[src/rtl/intc_pkg.sv]
package intc_pkg;
  localparam int NUM_PINS     = 7;
  localparam int NUM_INTERNAL = 7;
  localparam int NUM_SRC      = NUM_PINS + NUM_INTERNAL;
  localparam int IDX_W        = $clog2(NUM_SRC);
  localparam int REG_W        = NUM_SRC;
  localparam int ADDR_W       = 2;

  localparam logic [ADDR_W-1:0] ADDR_ENABLE = 2'd0;
  localparam logic [ADDR_W-1:0] ADDR_POLAR  = 2'd1;
  localparam logic [ADDR_W-1:0] ADDR_POWER  = 2'd2;
  localparam logic [ADDR_W-1:0] ADDR_PEND   = 2'd3;

  // Strobes from the control to the datapath
  typedef struct packed {
    logic             push;
    logic [IDX_W-1:0] pushIdx;
    logic             pop;
    logic [IDX_W-1:0] popIdx;
  } ctrl_strobe_t;
endpackage

[src/rtl/intc_edge_sync.sv]
module intc_edge_sync
  import intc_pkg::*;
(
  input  logic                  clk,
  input  logic                  rstN,
  input  logic [NUM_PINS-1:0]   pinIn,
  input  logic [NUM_PINS-2:0]   polarity,
  output logic [NUM_PINS-1:0]   pinEvent
);
  logic [NUM_PINS-1:0] syncA, syncB, lastB;

  always_ff @(posedge clk or negedge rstN) begin
    if (!rstN) begin
      syncA <= '0;
      syncB <= '0;
      lastB <= '0;
    end else begin
      syncA <= pinIn;
      syncB <= syncA;
      lastB <= syncB;
    end
  end

  for (genvar g = 0; g < NUM_PINS; g++) begin : gPin
    if (g == 0) begin : gMonitor
      assign pinEvent[g] = ~syncB[g] & lastB[g];
    end else begin : gGeneral
      assign pinEvent[g] = polarity[g-1] ? (syncB[g] & ~lastB[g])
                                         : (~syncB[g] & lastB[g]);
    end
  end
endmodule

[src/rtl/intc_datapath.sv]
module intc_datapath
  import intc_pkg::*;
#(
  parameter int NEST_LIMIT = 16,
  parameter int DEPTH_W    = $clog2(NEST_LIMIT + 1)
) (
  input  logic                    clk,
  input  logic                    rstN,
  input  logic [NUM_PINS-1:0]     pinEvent,
  input  logic [NUM_INTERNAL-1:0] intPulse,
  input  logic                    regWrEn,
  input  logic [ADDR_W-1:0]       regAddr,
  input  logic [REG_W-1:0]        regWrData,
  input  ctrl_strobe_t            ctrl,
  output logic [REG_W-1:0]        regRdData,
  output logic [NUM_SRC-1:0]      enableMask,
  output logic [NUM_SRC-1:0]      pendingVec,
  output logic [NUM_SRC-1:0]      isrVec,
  output logic [NUM_PINS-2:0]     polarity,
  output logic [DEPTH_W-1:0]      depth,
  output logic                    pwrFail
);
  localparam logic [DEPTH_W-1:0] LIMIT_V = DEPTH_W'(NEST_LIMIT);

  logic [NUM_SRC-1:0] srcEvent, pendingNext, isrNext, pushMask, popMask;

  assign srcEvent = {intPulse, pinEvent};
  assign pushMask = ctrl.push ? (NUM_SRC'(1) << ctrl.pushIdx) : '0;
  assign popMask  = ctrl.pop  ? (NUM_SRC'(1) << ctrl.popIdx)  : '0;

  always_comb begin
    pendingNext = (pendingVec & ~pushMask) | (srcEvent & enableMask);
    isrNext     = (isrVec & ~popMask) | pushMask;
  end

  always_ff @(posedge clk or negedge rstN) begin
    if (!rstN) begin
      enableMask <= '0;
      polarity   <= '0;
      pendingVec <= '0;
      isrVec     <= '0;
      depth      <= '0;
      pwrFail    <= 1'b0;
    end else begin
      pendingVec <= pendingNext;
      isrVec     <= isrNext;
      if (ctrl.push)     depth <= depth + 1'b1;
      else if (ctrl.pop) depth <= depth - 1'b1;
      if (regWrEn && regAddr == ADDR_ENABLE) enableMask <= regWrData[NUM_SRC-1:0];
      if (regWrEn && regAddr == ADDR_POLAR)  polarity   <= regWrData[NUM_PINS-2:0];
      if (pinEvent[0])
        pwrFail <= 1'b1;
      else if (regWrEn && regAddr == ADDR_POWER && regWrData[0])
        pwrFail <= 1'b0;
    end
  end

  always_comb begin
    unique case (regAddr)
      ADDR_ENABLE: regRdData = REG_W'(enableMask);
      ADDR_POLAR:  regRdData = REG_W'(polarity);
      ADDR_POWER:  regRdData = REG_W'(pwrFail);
      default:     regRdData = REG_W'(pendingVec);
    endcase
  end


  depth_matches_mask_chk: assert property (@(posedge clk) disable iff (!rstN)
    DEPTH_W'($countones(isrVec)) == depth);

  depth_cap_chk: assert property (@(posedge clk) disable iff (!rstN)
    depth <= LIMIT_V);

  power_flag_set_chk: assert property (@(posedge clk) disable iff (!rstN)
    pinEvent[0] |=> pwrFail);
endmodule

[src/rtl/intc_control.sv]
module intc_control
  import intc_pkg::*;
#(
  parameter int NEST_LIMIT = 16,
  parameter int DEPTH_W    = $clog2(NEST_LIMIT + 1)
) (
  input  logic               clk,
  input  logic               rstN,
  input  logic [NUM_SRC-1:0] pendingVec,
  input  logic [NUM_SRC-1:0] enableMask,
  input  logic [NUM_SRC-1:0] isrVec,
  input  logic [DEPTH_W-1:0] depth,
  input  logic               irqAck,
  input  logic               irqReturn,
  output logic               irqReq,
  output logic [IDX_W-1:0]   irqVector,
  output ctrl_strobe_t       ctrl
);
  localparam logic [DEPTH_W-1:0] LIMIT_V = DEPTH_W'(NEST_LIMIT);

  logic [NUM_SRC-1:0] reqVec;
  logic [IDX_W-1:0]   bestIdx, topIdx;
  logic               anyReq, anyIsr;

  assign reqVec = pendingVec & enableMask;
  assign anyReq = |reqVec;
  assign anyIsr = |isrVec;

  always_comb begin
    bestIdx = '0;
    topIdx  = '0;
    for (int i = NUM_SRC - 1; i >= 0; i--) begin
      if (reqVec[i]) bestIdx = IDX_W'(i);
      if (isrVec[i]) topIdx  = IDX_W'(i);
    end
  end

  assign irqReq    = anyReq && (depth < LIMIT_V) && (!anyIsr || bestIdx < topIdx);
  assign irqVector = bestIdx;

  always_comb begin
    ctrl.pop     = irqReturn && anyIsr;
    ctrl.popIdx  = topIdx;
    ctrl.push    = irqAck && irqReq && !irqReturn;
    ctrl.pushIdx = bestIdx;
  end


  vector_is_request_chk: assert property (@(posedge clk) disable iff (!rstN)
    irqReq |-> reqVec[irqVector]);

  strict_preempt_chk: assert property (@(posedge clk) disable iff (!rstN)
    (irqReq && anyIsr) |-> (irqVector < topIdx));

  empty_return_chk: assert property (@(posedge clk) disable iff (!rstN)
    (irqReturn && !irqAck && depth == '0) |=> depth == '0);

  ack_depth_chk: assert property (@(posedge clk) disable iff (!rstN)
    (irqAck && irqReq && !irqReturn) |=> depth == $past(depth) + 1'b1);
endmodule

[src/rtl/intc_top.sv]
module intc_top
  import intc_pkg::*;
#(
  parameter int NEST_LIMIT = 16,
  parameter int DEPTH_W    = $clog2(NEST_LIMIT + 1)
) (
  input  logic                    clk,
  input  logic                    rstN,
  input  logic [NUM_PINS-1:0]     extPin,
  input  logic [NUM_INTERNAL-1:0] intPulse,
  input  logic                    regWrEn,
  input  logic [ADDR_W-1:0]       regAddr,
  input  logic [REG_W-1:0]        regWrData,
  output logic [REG_W-1:0]        regRdData,
  output logic                    irqReq,
  output logic [IDX_W-1:0]        irqVector,
  input  logic                    irqAck,
  input  logic                    irqReturn,
  output logic [DEPTH_W-1:0]      nestDepth,
  output logic                    pwrFail
);
  logic [NUM_PINS-1:0] pinEvent;
  logic [NUM_PINS-2:0] polarity;
  logic [NUM_SRC-1:0]  enableMask, pendingVec, isrVec;
  ctrl_strobe_t        ctrl;

  intc_edge_sync u_sync (
    .clk(clk), .rstN(rstN), .pinIn(extPin), .polarity(polarity), .pinEvent(pinEvent)
  );

  intc_datapath #(.NEST_LIMIT(NEST_LIMIT), .DEPTH_W(DEPTH_W)) u_dp (
    .clk(clk), .rstN(rstN), .pinEvent(pinEvent), .intPulse(intPulse),
    .regWrEn(regWrEn), .regAddr(regAddr), .regWrData(regWrData), .ctrl(ctrl),
    .regRdData(regRdData), .enableMask(enableMask), .pendingVec(pendingVec),
    .isrVec(isrVec), .polarity(polarity), .depth(nestDepth), .pwrFail(pwrFail)
  );

  intc_control #(.NEST_LIMIT(NEST_LIMIT), .DEPTH_W(DEPTH_W)) u_ctl (
    .clk(clk), .rstN(rstN), .pendingVec(pendingVec), .enableMask(enableMask),
    .isrVec(isrVec), .depth(nestDepth), .irqAck(irqAck), .irqReturn(irqReturn),
    .irqReq(irqReq), .irqVector(irqVector), .ctrl(ctrl)
  );
endmodule

[config.mk]
export PLATFORM = sky130hd
export DESIGN_NAME = intc_top
export DESIGN_NICKNAME = d
export VERILOG_FILES = /design/src/rtl/intc_pkg.sv /design/src/rtl/intc_edge_sync.sv /design/src/rtl/intc_datapath.sv /design/src/rtl/intc_control.sv /design/src/rtl/intc_top.sv
export SDC_FILE = /design/constraint.sdc
export NUM_CORES = 1
export LEC_CHECK = 0
export ABC_AREA = 1
export ABC_CLOCK_PERIOD_IN_PS = 4560
export BUFFER_PORTS_ARGS = -buffer_cell sky130_fd_sc_hd__buf_2
export CAP_MARGIN = 25
export CELL_PAD_IN_SITES_DETAIL_PLACEMENT = 0
export CELL_PAD_IN_SITES_GLOBAL_PLACEMENT = 2
export CORE_ASPECT_RATIO = 1.25
export CORE_MARGIN = 2
export CORE_UTILIZATION = 30
export DETAILED_ROUTE_END_ITERATION = 10
export HOLD_SLACK_MARGIN = 0.06
export PLACE_DENSITY = 0.71
export SETUP_SLACK_MARGIN = 0.02
export SYNTH_ARGS = -nofsm -noshare
export SYNTH_HDL_FRONTEND = slang
export SYNTH_SLANG_ARGS = --single-unit
export TNS_END_PERCENT = 50
[constraint.sdc]
create_clock -name clk -period 4.56 [get_ports clk]
set_clock_uncertainty 0.2 [all_clocks]
set_input_delay 0 -clock clk [delete_from_list [all_inputs] [get_ports clk]]
set_output_delay 0 -clock clk [all_outputs]
set_load 0.03 [all_outputs]
==> impl_metrics.tcl <==
set metrics [dict create \
    status "completed" \
    root_buffer "clkbuf_16" \
    dieArea_um2 13400 \
    required_ps 4580 \
    track_usage_pct 16.09 \
    wl_per_cell_um 13.50 \
    rsz0062_at_grt "no" \
    synth_top_area_cell "dfrtp_1" \
    antenna_cells 0 \
    power_frac_comb_pct 42.7 \
    dr.pass1.iters 4 \
    clk_latency_ps 330 \
    port_buffers 59 \
    r2r_end "u_dp.depth[4]$_DFFE_PN0P_" \
    synth_top_area_share_pct 50.10 \
    finalSetupViolations 0 \
    postLayoutCellArea_um2 4941 \
    setup.worst_path.start "u_dp.isrVec[9]$_DFF_PN0_" \
    cp-end-kind "flop" \
    rr_startpoint "u_dp.isrVec[9]$_DFF_PN0_" \
    cts_tree "built" \
    die_w_um 103.9 \
    via_per_inst 4.513 \
    cp_cell_sequence "o311ai_0 -> nand3_1 -> a31oi_1 -> inv_1 -> ha_1 -> nand2_1 -> nand2_1 -> nand2_1 -> nand2_2 -> nand2_1 -> nand3_2 -> ha_1 -> a21o_1 -> a31oi_1 -> inv_1 -> nand4_1 -> nand2_1 -> nand2_1 -> nand2_1" \
    critPathMaxStageDelay_ps 400 \
    intPower_mw 1.690 \
    min_period_over_period_pct 77.59 \
    critical_path.max_fanout 7 \
    slew_viol_final 0 \
    tightest_slew_ps 903.0 \
    clock.fmax_mhz 282.6 \
    max_slew_margin_pct 39.65 \
    setup_ws_ps 1022 \
    gp_congestion 0.8503 \
    synth.distinct_cells 32 \
    cts_sinks 75 \
    powerDensity_nw_per_um2 588.0 \
    slowest_stage "dfrtp_1" \
    core_area_um2 12160 \
    grt_max_degree 76 \
    p_switching_mw 1.215 \
    leakage_nw 2.556 \
    dieHeight_um 128.9 \
    place_ws_ps 975.6 \
    layout_commonest_cell "nand2_1" \
    grtUsageMet1_pct 18.99 \
    yosysSeqAreaShare_pct 50.10 \
    cp-endpoint "u_dp.depth[4]$_DFFE_PN0P_" \
    synth_nets 516 \
    grt_pass1_vias 3463 \
    initial_core_util_pct 30.80 \
    fin_tns_setup_ps 0 \
    power_mw 2.905 \
    htreeDepth 3 \
    ys_top_cells_by_area "dfrtp_1, nand2_1, inv_1" \
    use_met2_pct 28.75 \
    path_clk_slew_ps 60 \
    io_pins 60 \
    antenna_found_initial 0 \
    postPlaceCellArea_um2 4238 \
    r2r_cells 19 \
    vias 3371 \
    synthToLayoutAreaGrowth_pct 31.90 \
    drt_iter0_markers 97 \
    numCtsBuffers 9 \
    overflow 0 \
    syn-cell-area_um2 3746 \
    ant_nets 0 \
    ys.warnings.count 0 \
    drive_gt1_share_pct 16.81 \
    clkPwrFrac_pct 26.4 \
    busiest_layer "met2" \
    cap_violations 0 \
    layout_min_cycle_time_ps 3538 \
    grt_util_met3_pct 2.989 \
    row_count 45 \
    ir_drop_v 0.0002850 \
    dp_hpwl_um 7639 \
    layout.nets 620 \
    p_sw_share_pct 41.83 \
    ys_ff_latch 75 \
    whs_path_depth 2 \
    critical_path_class "flop to flop" \
    drc_errors 0 \
    pwr-share-seq_pct 31.0 \
    reg2reg_setup_slack_ps 1020 \
    netlist_instances 474 \
    final_hold_viol_count 0 \
    clockBufferDepth 2 \
    worst_path_most_repeated_cell "nand2_1" \
    critPathArrivalTime_ps 3550 \
    synth_area_per_cell_um2 7.903 \
    hold_path_class "input pin to flop" \
    mostFrequentLayoutCells "nand2_1, dfrtp_1, buf_2, inv_1, nor2_1" \
    drt_wl_total_um 10080 \
    startpoint_type "flop" \
    grt_pass1_wl_um 16860 \
    whs_ps 109.8 \
]
[metrics by stage]
stage               instances  util [%]
floorplan                 474         -
global placement          695     34.85
detailed placement        695     34.85
CTS                       745     40.32
global route              747     40.63
finish                    747     40.63
[synthesized netlist by cell type]
| cell | instances |
|---|---|
| nand2_1 | 172 |
| dfrtp_1 | 75 |
| inv_1 | 57 |
| nor2_1 | 40 |
| o21ai_0 | 35 |
| nand3_1 | 24 |
| a21oi_1 | 11 |
| nand3_2 | 10 |
| ha_1 | 6 |
| nor3_1 | 6 |
| clkbuf_1 | 4 |
| nand2_2 | 4 |
| o211ai_1 | 4 |
| a31oi_1 | 3 |
| nand4_1 | 3 |
| a22o_1 | 2 |
| o21bai_1 | 2 |
| xor2_1 | 2 |
| a21boi_4 | 1 |
| a21o_1 | 1 |
| a21oi_4 | 1 |
| and3_1 | 1 |
| buf_6 | 1 |
| buf_8 | 1 |
| fa_1 | 1 |
| mux2_2 | 1 |
| nand3b_1 | 1 |
| nor4_1 | 1 |
| o21ai_1 | 1 |
| o22ai_1 | 1 |
| o311ai_0 | 1 |
| or2_2 | 1 |
[cell families (layout without fill, tap and decap cells)]
family	Yosys count	after routing	share of synthesized area (%)
AO/OA/AOI/OAI	63	63	9.987
XOR/XNOR	2	2	0.4677
adder cells (fa/ha/maj)	7	7	2.538
buffers and inverters	63	172	6.813
flip-flops	75	75	50.10
multiplexers	1	1	0.3006
AND/OR/NAND/NOR	263	263	29.79
[power by group through the flow]
stage | clock network, mW | registers (mW) | logic [mW]
floorplan | 0 | 0.927 | 0.904
detailed placement | 0 | 0.915 | 1.23
finish | 0.766 | 0.900 | 1.24
global placement | 0 | 0.911 | 1.24
CTS | 0.794 | 0.903 | 1.26
global route | 0.826 | 0.919 | 1.40
[area by class of cell]
cell class | count | area, um2
clock inverters | 6 | 86.33
repair buffers | 99 | 705.7
fillers | 1305 | 7221
flip-flops and latches | 75 | 1877
inverters | 57 | 214.0
well taps | 164 | 205.2
clock buffers | 10 | 239.0
multi-input cells | 336 | 1614
[sequential cells by signal, summed over array words and instances (netlist names)]
| register | cells |
|---|---|
| u_dp.depth | 5 |
| u_dp.isrVec | 14 |
| u_sync.syncA | 7 |
| u_dp.polarity | 6 |
| u_sync.syncB | 7 |
| u_dp.pendingVec | 14 |
| u_sync.lastB | 7 |
| u_dp.pwrFail | 1 |
| u_dp.enableMask | 14 |
[how the worst min path moves through the flow]
stage,to,from,slack [ps]
global route,u_sync.syncA[5]$_DFF_PN0_,extPin[5],100
CTS,u_sync.syncA[4]$_DFF_PN0_,extPin[4],90
finish,u_sync.syncA[1]$_DFF_PN0_,extPin[1],110
global placement,u_sync.syncA[1]$_DFF_PN0_,extPin[1],-90
floorplan,u_dp.depth[0]$_DFFE_PN0P_,rstN,-500
detailed placement,u_sync.syncA[5]$_DFF_PN0_,extPin[5],-90
[repair_timing]
action | 4_1_cts | 5_1_grt
buffers inserted | 0 | 0
gates resized for setup | 0 | 0
hold buffers | 34 | 1
hold endpoints to repair | 123 | 12
[critical path, delay by kind of cell (launching register included)]
kind            cells  cell delay, ps
fa+ha+maj           2             680
flops               1             400
compound gates      4            1040
buf+inv             2             230
simple gates       11             880
[layer usage]
metal	vias up	part of all wire, %
met4	0	1.9
met2	51	51
met5	-	0
li1	1721	-
met3	13	2.4
met1	1586	45
No activity file was read; power rests on OpenSTA's default activity.
